--- config.mk ---
export PLATFORM = sky130hd
export DESIGN_NAME = cplx_bitstream_fir
export DESIGN_NICKNAME = d
export VERILOG_FILES = /design/src/rtl/cfir_pkg.sv /design/src/rtl/cfir_bitline.sv /design/src/rtl/cfir_tapsum.sv /design/src/rtl/cplx_bitstream_fir.sv
export SDC_FILE = /design/constraint.sdc
export NUM_CORES = 2
export LEC_CHECK = 0
export BUFFER_PORTS_ARGS = -buffer_cell sky130_fd_sc_hd__buf_2
export CORE_MARGIN = 2
export CORE_UTILIZATION = 55
export DETAILED_ROUTE_END_ITERATION = 10
export GPL_ROUTABILITY_DRIVEN = 0
export GPL_TIMING_DRIVEN = 0
export PLACE_DENSITY = 0.81
export SETUP_SLACK_MARGIN = 0.02
export SLEW_MARGIN = 10
export SYNTH_ARGS = -nofsm -noshare
export SYNTH_HDL_FRONTEND = slang
export SYNTH_HIERARCHICAL = 1
export SYNTH_SLANG_ARGS = --single-unit
--- constraint.sdc ---
create_clock -name clk -period 30.8 [get_ports clk]
set_input_delay 4.62 -clock clk [delete_from_list [all_inputs] [get_ports clk]]
set_output_delay 4.62 -clock clk [all_outputs]
set_load 0.01 [all_outputs]
--- src/rtl/cfir_pkg.sv ---
package cfir_pkg;

  localparam int DEF_TAPS = 32;
  localparam int DEF_CW   = 12;

  // cos(pi*k/4) scaled by 256
  function automatic int rot_q8(input int k);
    case (k % 8)
      0:       return 256;
      1:       return 181;
      2:       return 0;
      3:       return -181;
      4:       return -256;
      5:       return -181;
      6:       return 0;
      default: return 181;
    endcase
  endfunction

  // Triangular window rotated to +fs/8: real part uses cos, imaginary part uses sin
  function automatic logic [DEF_TAPS*DEF_CW-1:0] default_coefs(input bit imag);
    logic [DEF_TAPS*DEF_CW-1:0] v;
    int w;
    int c;
    int h;
    v = '0;
    for (int k = 0; k < DEF_TAPS; k++) begin
      w = (k + 1 < DEF_TAPS - k) ? k + 1 : DEF_TAPS - k;
      c = imag ? rot_q8(k + 6) : rot_q8(k);
      h = (w * 127 * c) >>> 8;
      v[k*DEF_CW +: DEF_CW] = h[DEF_CW-1:0];
    end
    return v;
  endfunction

endpackage

--- src/rtl/cfir_bitline.sv ---
module cfir_bitline #(
  parameter int N = 32
) (
  input  logic         clk,
  input  logic         rst,
  input  logic         shift,
  input  logic         din,
  output logic [N-1:0] taps_nxt,
  output logic [N-1:0] taps
);

  logic [N-1:0] rst_pat;

  for (genvar k = 0; k < N; k++) begin : g_pat
    assign rst_pat[k] = ((k % 2) == 0);
  end

  if (N > 1) begin : g_multi
    assign taps_nxt = shift ? {taps[N-2:0], din} : taps;
  end else begin : g_single
    assign taps_nxt = shift ? din : taps;
  end

  always_ff @(posedge clk) begin
    if (rst) taps <= rst_pat;
    else     taps <= taps_nxt;
  end

  // no shift, no change
  p_hold_idle_r5: assert property (@(posedge clk) disable iff (rst)
    !shift |=> $stable(taps));

  // newest sample lands in tap 0
  p_newest_tap0_r4: assert property (@(posedge clk) disable iff (rst)
    shift |=> taps[0] == $past(din));

  // reset pattern
  p_reset_pattern_r9: assert property (@(posedge clk)
    rst |=> taps == rst_pat);

endmodule

--- src/rtl/cfir_tapsum.sv ---
module cfir_tapsum #(
  parameter int             N    = 32,
  parameter int             CW   = 12,
  parameter int             SW   = 18,
  parameter logic [N*CW-1:0] COEF = '0
) (
  input  logic [N-1:0]         bits,
  output logic signed [SW-1:0] sum
);

  always_comb begin : b_acc
    logic signed [SW-1:0] c_ext;
    sum = '0;
    for (int k = 0; k < N; k++) begin
      c_ext = SW'(signed'(COEF[k*CW +: CW]));
      if (bits[k]) sum = sum + c_ext;
      else         sum = sum - c_ext;
    end
  end

endmodule

--- src/rtl/cplx_bitstream_fir.sv ---
module cplx_bitstream_fir #(
  parameter int              N   = cfir_pkg::DEF_TAPS,
  parameter int              CW  = cfir_pkg::DEF_CW,
  parameter logic [N*CW-1:0] HR  = cfir_pkg::default_coefs(1'b0),
  parameter logic [N*CW-1:0] HI  = cfir_pkg::default_coefs(1'b1),
  localparam int             AW  = (N > 1) ? $clog2(N) : 1,
  localparam int             OW  = CW + AW + 2
) (
  input  logic                 clk,
  input  logic                 rst,
  input  logic                 in_valid,
  output logic                 in_ready,
  input  logic                 in_i,
  input  logic                 in_q,
  output logic                 out_valid,
  input  logic                 out_ready,
  output logic signed [OW-1:0] out_i,
  output logic signed [OW-1:0] out_q
);

  localparam int SW = CW + AW + 1;

  logic         accept;
  logic [1:0]   lane_bit;
  logic [N-1:0] lane_nxt [2];
  logic [N-1:0] lane_reg [2];
  // sums[lane][set]: lane 0 = I, 1 = Q; set 0 = Hr, 1 = Hi
  logic signed [SW-1:0] sums [2][2];
  logic signed [OW-1:0] res_i;
  logic signed [OW-1:0] res_q;

  assign in_ready = !out_valid || out_ready;
  assign accept   = in_valid && in_ready;
  assign lane_bit = {in_q, in_i};

  for (genvar g = 0; g < 2; g++) begin : g_lane
    cfir_bitline #(.N(N)) u_line (
      .clk      (clk),
      .rst      (rst),
      .shift    (accept),
      .din      (lane_bit[g]),
      .taps_nxt (lane_nxt[g]),
      .taps     (lane_reg[g])
    );
    for (genvar s = 0; s < 2; s++) begin : g_set
      cfir_tapsum #(
        .N    (N),
        .CW   (CW),
        .SW   (SW),
        .COEF ((s == 0) ? HR : HI)
      ) u_sum (
        .bits (lane_nxt[g]),
        .sum  (sums[g][s])
      );
    end
  end

  // complex product: (I + jQ)(Hr + jHi)
  assign res_i = OW'(sums[0][0]) - OW'(sums[1][1]);
  assign res_q = OW'(sums[0][1]) + OW'(sums[1][0]);

  always_ff @(posedge clk) begin
    if (rst) begin
      out_valid <= 1'b0;
      out_i     <= '0;
      out_q     <= '0;
    end else if (accept) begin
      out_valid <= 1'b1;
      out_i     <= res_i;
      out_q     <= res_q;
    end else if (out_ready) begin
      out_valid <= 1'b0;
    end
  end

  // accepted sample appears next cycle
  p_result_next_r6: assert property (@(posedge clk) disable iff (rst)
    accept |=> out_valid);

  // drained with nothing new leaves the register empty
  p_drain_empty_r6: assert property (@(posedge clk) disable iff (rst)
    !in_valid && out_ready |=> !out_valid);

  // stalled result is frozen
  p_stall_frozen_r7: assert property (@(posedge clk) disable iff (rst)
    out_valid && !out_ready |=> out_valid && $stable(out_i) && $stable(out_q));

endmodule

==> results.cfg <==
[drt]
num_vias = 55029
wl_mm = 129
drc = 0
detail-route-antenna-nets = 0
drt_pass1_iterations = 6
via_per_inst = 5.79
dr.first_iter.drc_count = 2427
wl_per_cell_um = 13.6

[sta]
fin_tns_setup_ns = 0
rsz0062_at_grt = false
period_needed_ns = 29.12
fin_crit_sh_pct = 94.5
hold-worst-slack_ns = 0.453
final_max_slew_viol_count = 0
relSlewSlack_pct = 17.3
clock_skew_ns = 0.0210
final-setup-viol-count = 0
worst_slew_pin_slew_ns = 1.24
fmax_ghz = 0.0343
hold_viol_final = 0

[worst_setup_path]
path_class = primary input to flip-flop
critPathMaxStageDelay_ns = 0.90
path_buf_inv = 13
path_max_fanout = 11
start_kind = primary input
critPathMostFrequentCell = ha_1
critPathTopFamily = compound AO/OA/AOI/OAI gates
worstPathRequired_ns = 31.14
crit_slowest_cell = clkdlybuf4s15_1
end_kind = flip-flop
worstPathArrival_ns = 29.46

[yosys]
yosysTopAreaCell = ha_1
syn_inst = 8033
synth.most_common_cell = ha_1
synth_commonest_cells = 1376 x ha_1, 813 x xnor2_1, 806 x a21oi_1, 707 x nor2_1, 696 x inv_1
yosys-top-cells-area = ha_1 29%, xnor2_1 12%, a21oi_1 6.7%
synth_enable_flop_cells = 0
yosysSeqAreaShare_pct = 3.44
syn_area_um2 = 59900
yosysTopAreaCellShare_pct = 28.7
syn-num-nets = 9479
synthArstFlopShare_pct = 0
synth_area_per_cell_um2 = 7.46
synth_ff_type = dfxtp_1
yosysWarnings = 6
yosysUniqueCellTypes = 106
ys_ff_latch = 103

[cells_and_area]
finalNetCount = 9535
post_route_cells_drive_above_1_share_pct = 2.74
n_fill_cell = 9787
num_antenna_cells = 0
area_delta_synth_final_pct = 3.82

[grt]
first_global_vias = 52983
grt.overflow.total = 0
grt_usage_pct = 22.4
grt_max_degree = 33
grt_pass1_wl_mm = 224
antenna_found_initial = 1

[clocking]
clk_latency_ns = 0.41
cts.path.max_buffers = 2
numClockSinks = 103
clk_pin_slew_ns = 0.07
numCtsBuffers = 9
cts_setup_buffers = 0
htree_levels = 3
cts_tree = done
cts-root-buf = clkbuf_16
postCtsHoldBufs = 0

[floorplanning]
ios = 46
die_x_um = 334
start_util_pct = 55.2
core_area_um2 = 108000
std_cell_rows = 121
die_area_um2 = 112000
die_h_um = 334

[status]
outcome = complete, no violations

[place]
dp_hpwl_mm = 111
port_buffers = 45

[run]
cap_viol_max_count = 0

[hold_path]
hp-class = flip-flop to flip-flop
[layer usage]
| metal | share of wire (%) | vias to the layer above | track usage [%] | wire length (µm) |
|---|---|---|---|---|
| li1 | - | 28927 | - | - |
| met1 | 46 | 25371 | 26.7 | 59700 |
| met2 | 50 | 612 | 43.4 | 64400 |
| met3 | 2.2 | 119 | 1.54 | 2890 |
| met4 | 1.7 | 0 | 4.98 | 2200 |
| met5 | 0 | - | 0 | 0 |
[what timing repair did]
action,in CTS,in global routing
endpoints found under the setup margin,0,1
resized for setup,0,1
hold endpoints to repair,0,0
[worst reg2reg max path, delay by kind of cell, from the launching register on]
kind / cells / cell delay (ns)
compound gates: 35 / 7.69
xor+xnor: 17 / 3.40
simple gates: 21 / 2.87
flops: 1 / 0.32
fa+ha+maj: 24 / 7.58
mux: 1 / 0.47
buf+inv: 12 / 2.77
[cells by family (layout without fill, tap and decap cells)]
group           Yosys count  in the layout  synth area share [%]
simple gates           2044           2044                  15.9
xor+xnor               1092           1092                  16.4
compound gates         2521           2521                  26.7
flops                   103            103                  3.44
buf+inv                 738            799                  4.77
mux                      88             88                  1.81
fa+ha+maj              1443           1443                  30.9
other cells               4              4                0.0251
[cell type report]
class,instances,area [µm²],share of cell area [%]
clock inverters,6,60.1,0.0966
repair buffers,45,225,0.362
plain buffers,41,246,0.396
clock buffers,10,229,0.368
multi-input cells,7192,55000,88.4
inverters,697,2620,4.21
well taps,1414,1770,2.85
flip-flops and latches,103,2060,3.32
[flip-flops by register name, indices dropped and copies added, names as in the netlist]
name and flops:
g_lane.u_line/taps 64, out_valid 1, out_i 19, out_q 19
[path summary, 6_finish.rpt]
check                                       startpoint                endpoint  slack (ns)  cells past startpoint
worst min-delay path             out_q[7]$_SDFFE_PP0P_   out_q[7]$_SDFFE_PP0P_        0.45                      2
worst max-delay path                         out_ready  out_q[18]$_SDFFE_PP0P_        1.68                    111
worst min register to register   out_q[7]$_SDFFE_PP0P_   out_q[7]$_SDFFE_PP0P_        0.45                      2
worst max register to register  out_valid$_SDFFE_PP0P_  out_q[18]$_SDFFE_PP0P_        5.69                    110
[placed cells by master, fill, tap and decap left out, types with 79 or more instances in the layout]
master,synthesis,final
a21o_1,240,240
nor2b_1,167,167
nand3_1,121,121
dfxtp_1,103,103
a21boi_0,132,132
inv_1,696,696
nand2_1,508,508
o21a_1,144,144
nor3_1,145,145
xnor2_1,813,813
o21bai_1,205,205
ha_1,1376,1376
a211oi_1,79,79
o21ai_0,512,512
nand2b_1,88,88
xor2_1,258,258
a21oi_1,806,806
nor2_1,707,707
[per-stage QoR]
stage / instances / util [%] / setup WS [ns] / area (µm²)
2_1_floorplan: 8033 / - / 5.27 / 59900
3_3_place_gp: 9492 / 57.1 / 1.88 / 61900
3_5_place_dp: 9492 / 57.1 / 1.60 / 61900
4_1_cts: 9508 / 57.4 / 1.85 / 62200
5_1_grt: 9508 / 57.4 / 0.0585 / 62200
6_report: 9508 / 57.4 / 1.68 / 62200
Power is not shown: default switching activity piles up to over one toggle a cycle in this logic, so the estimate is an artifact.
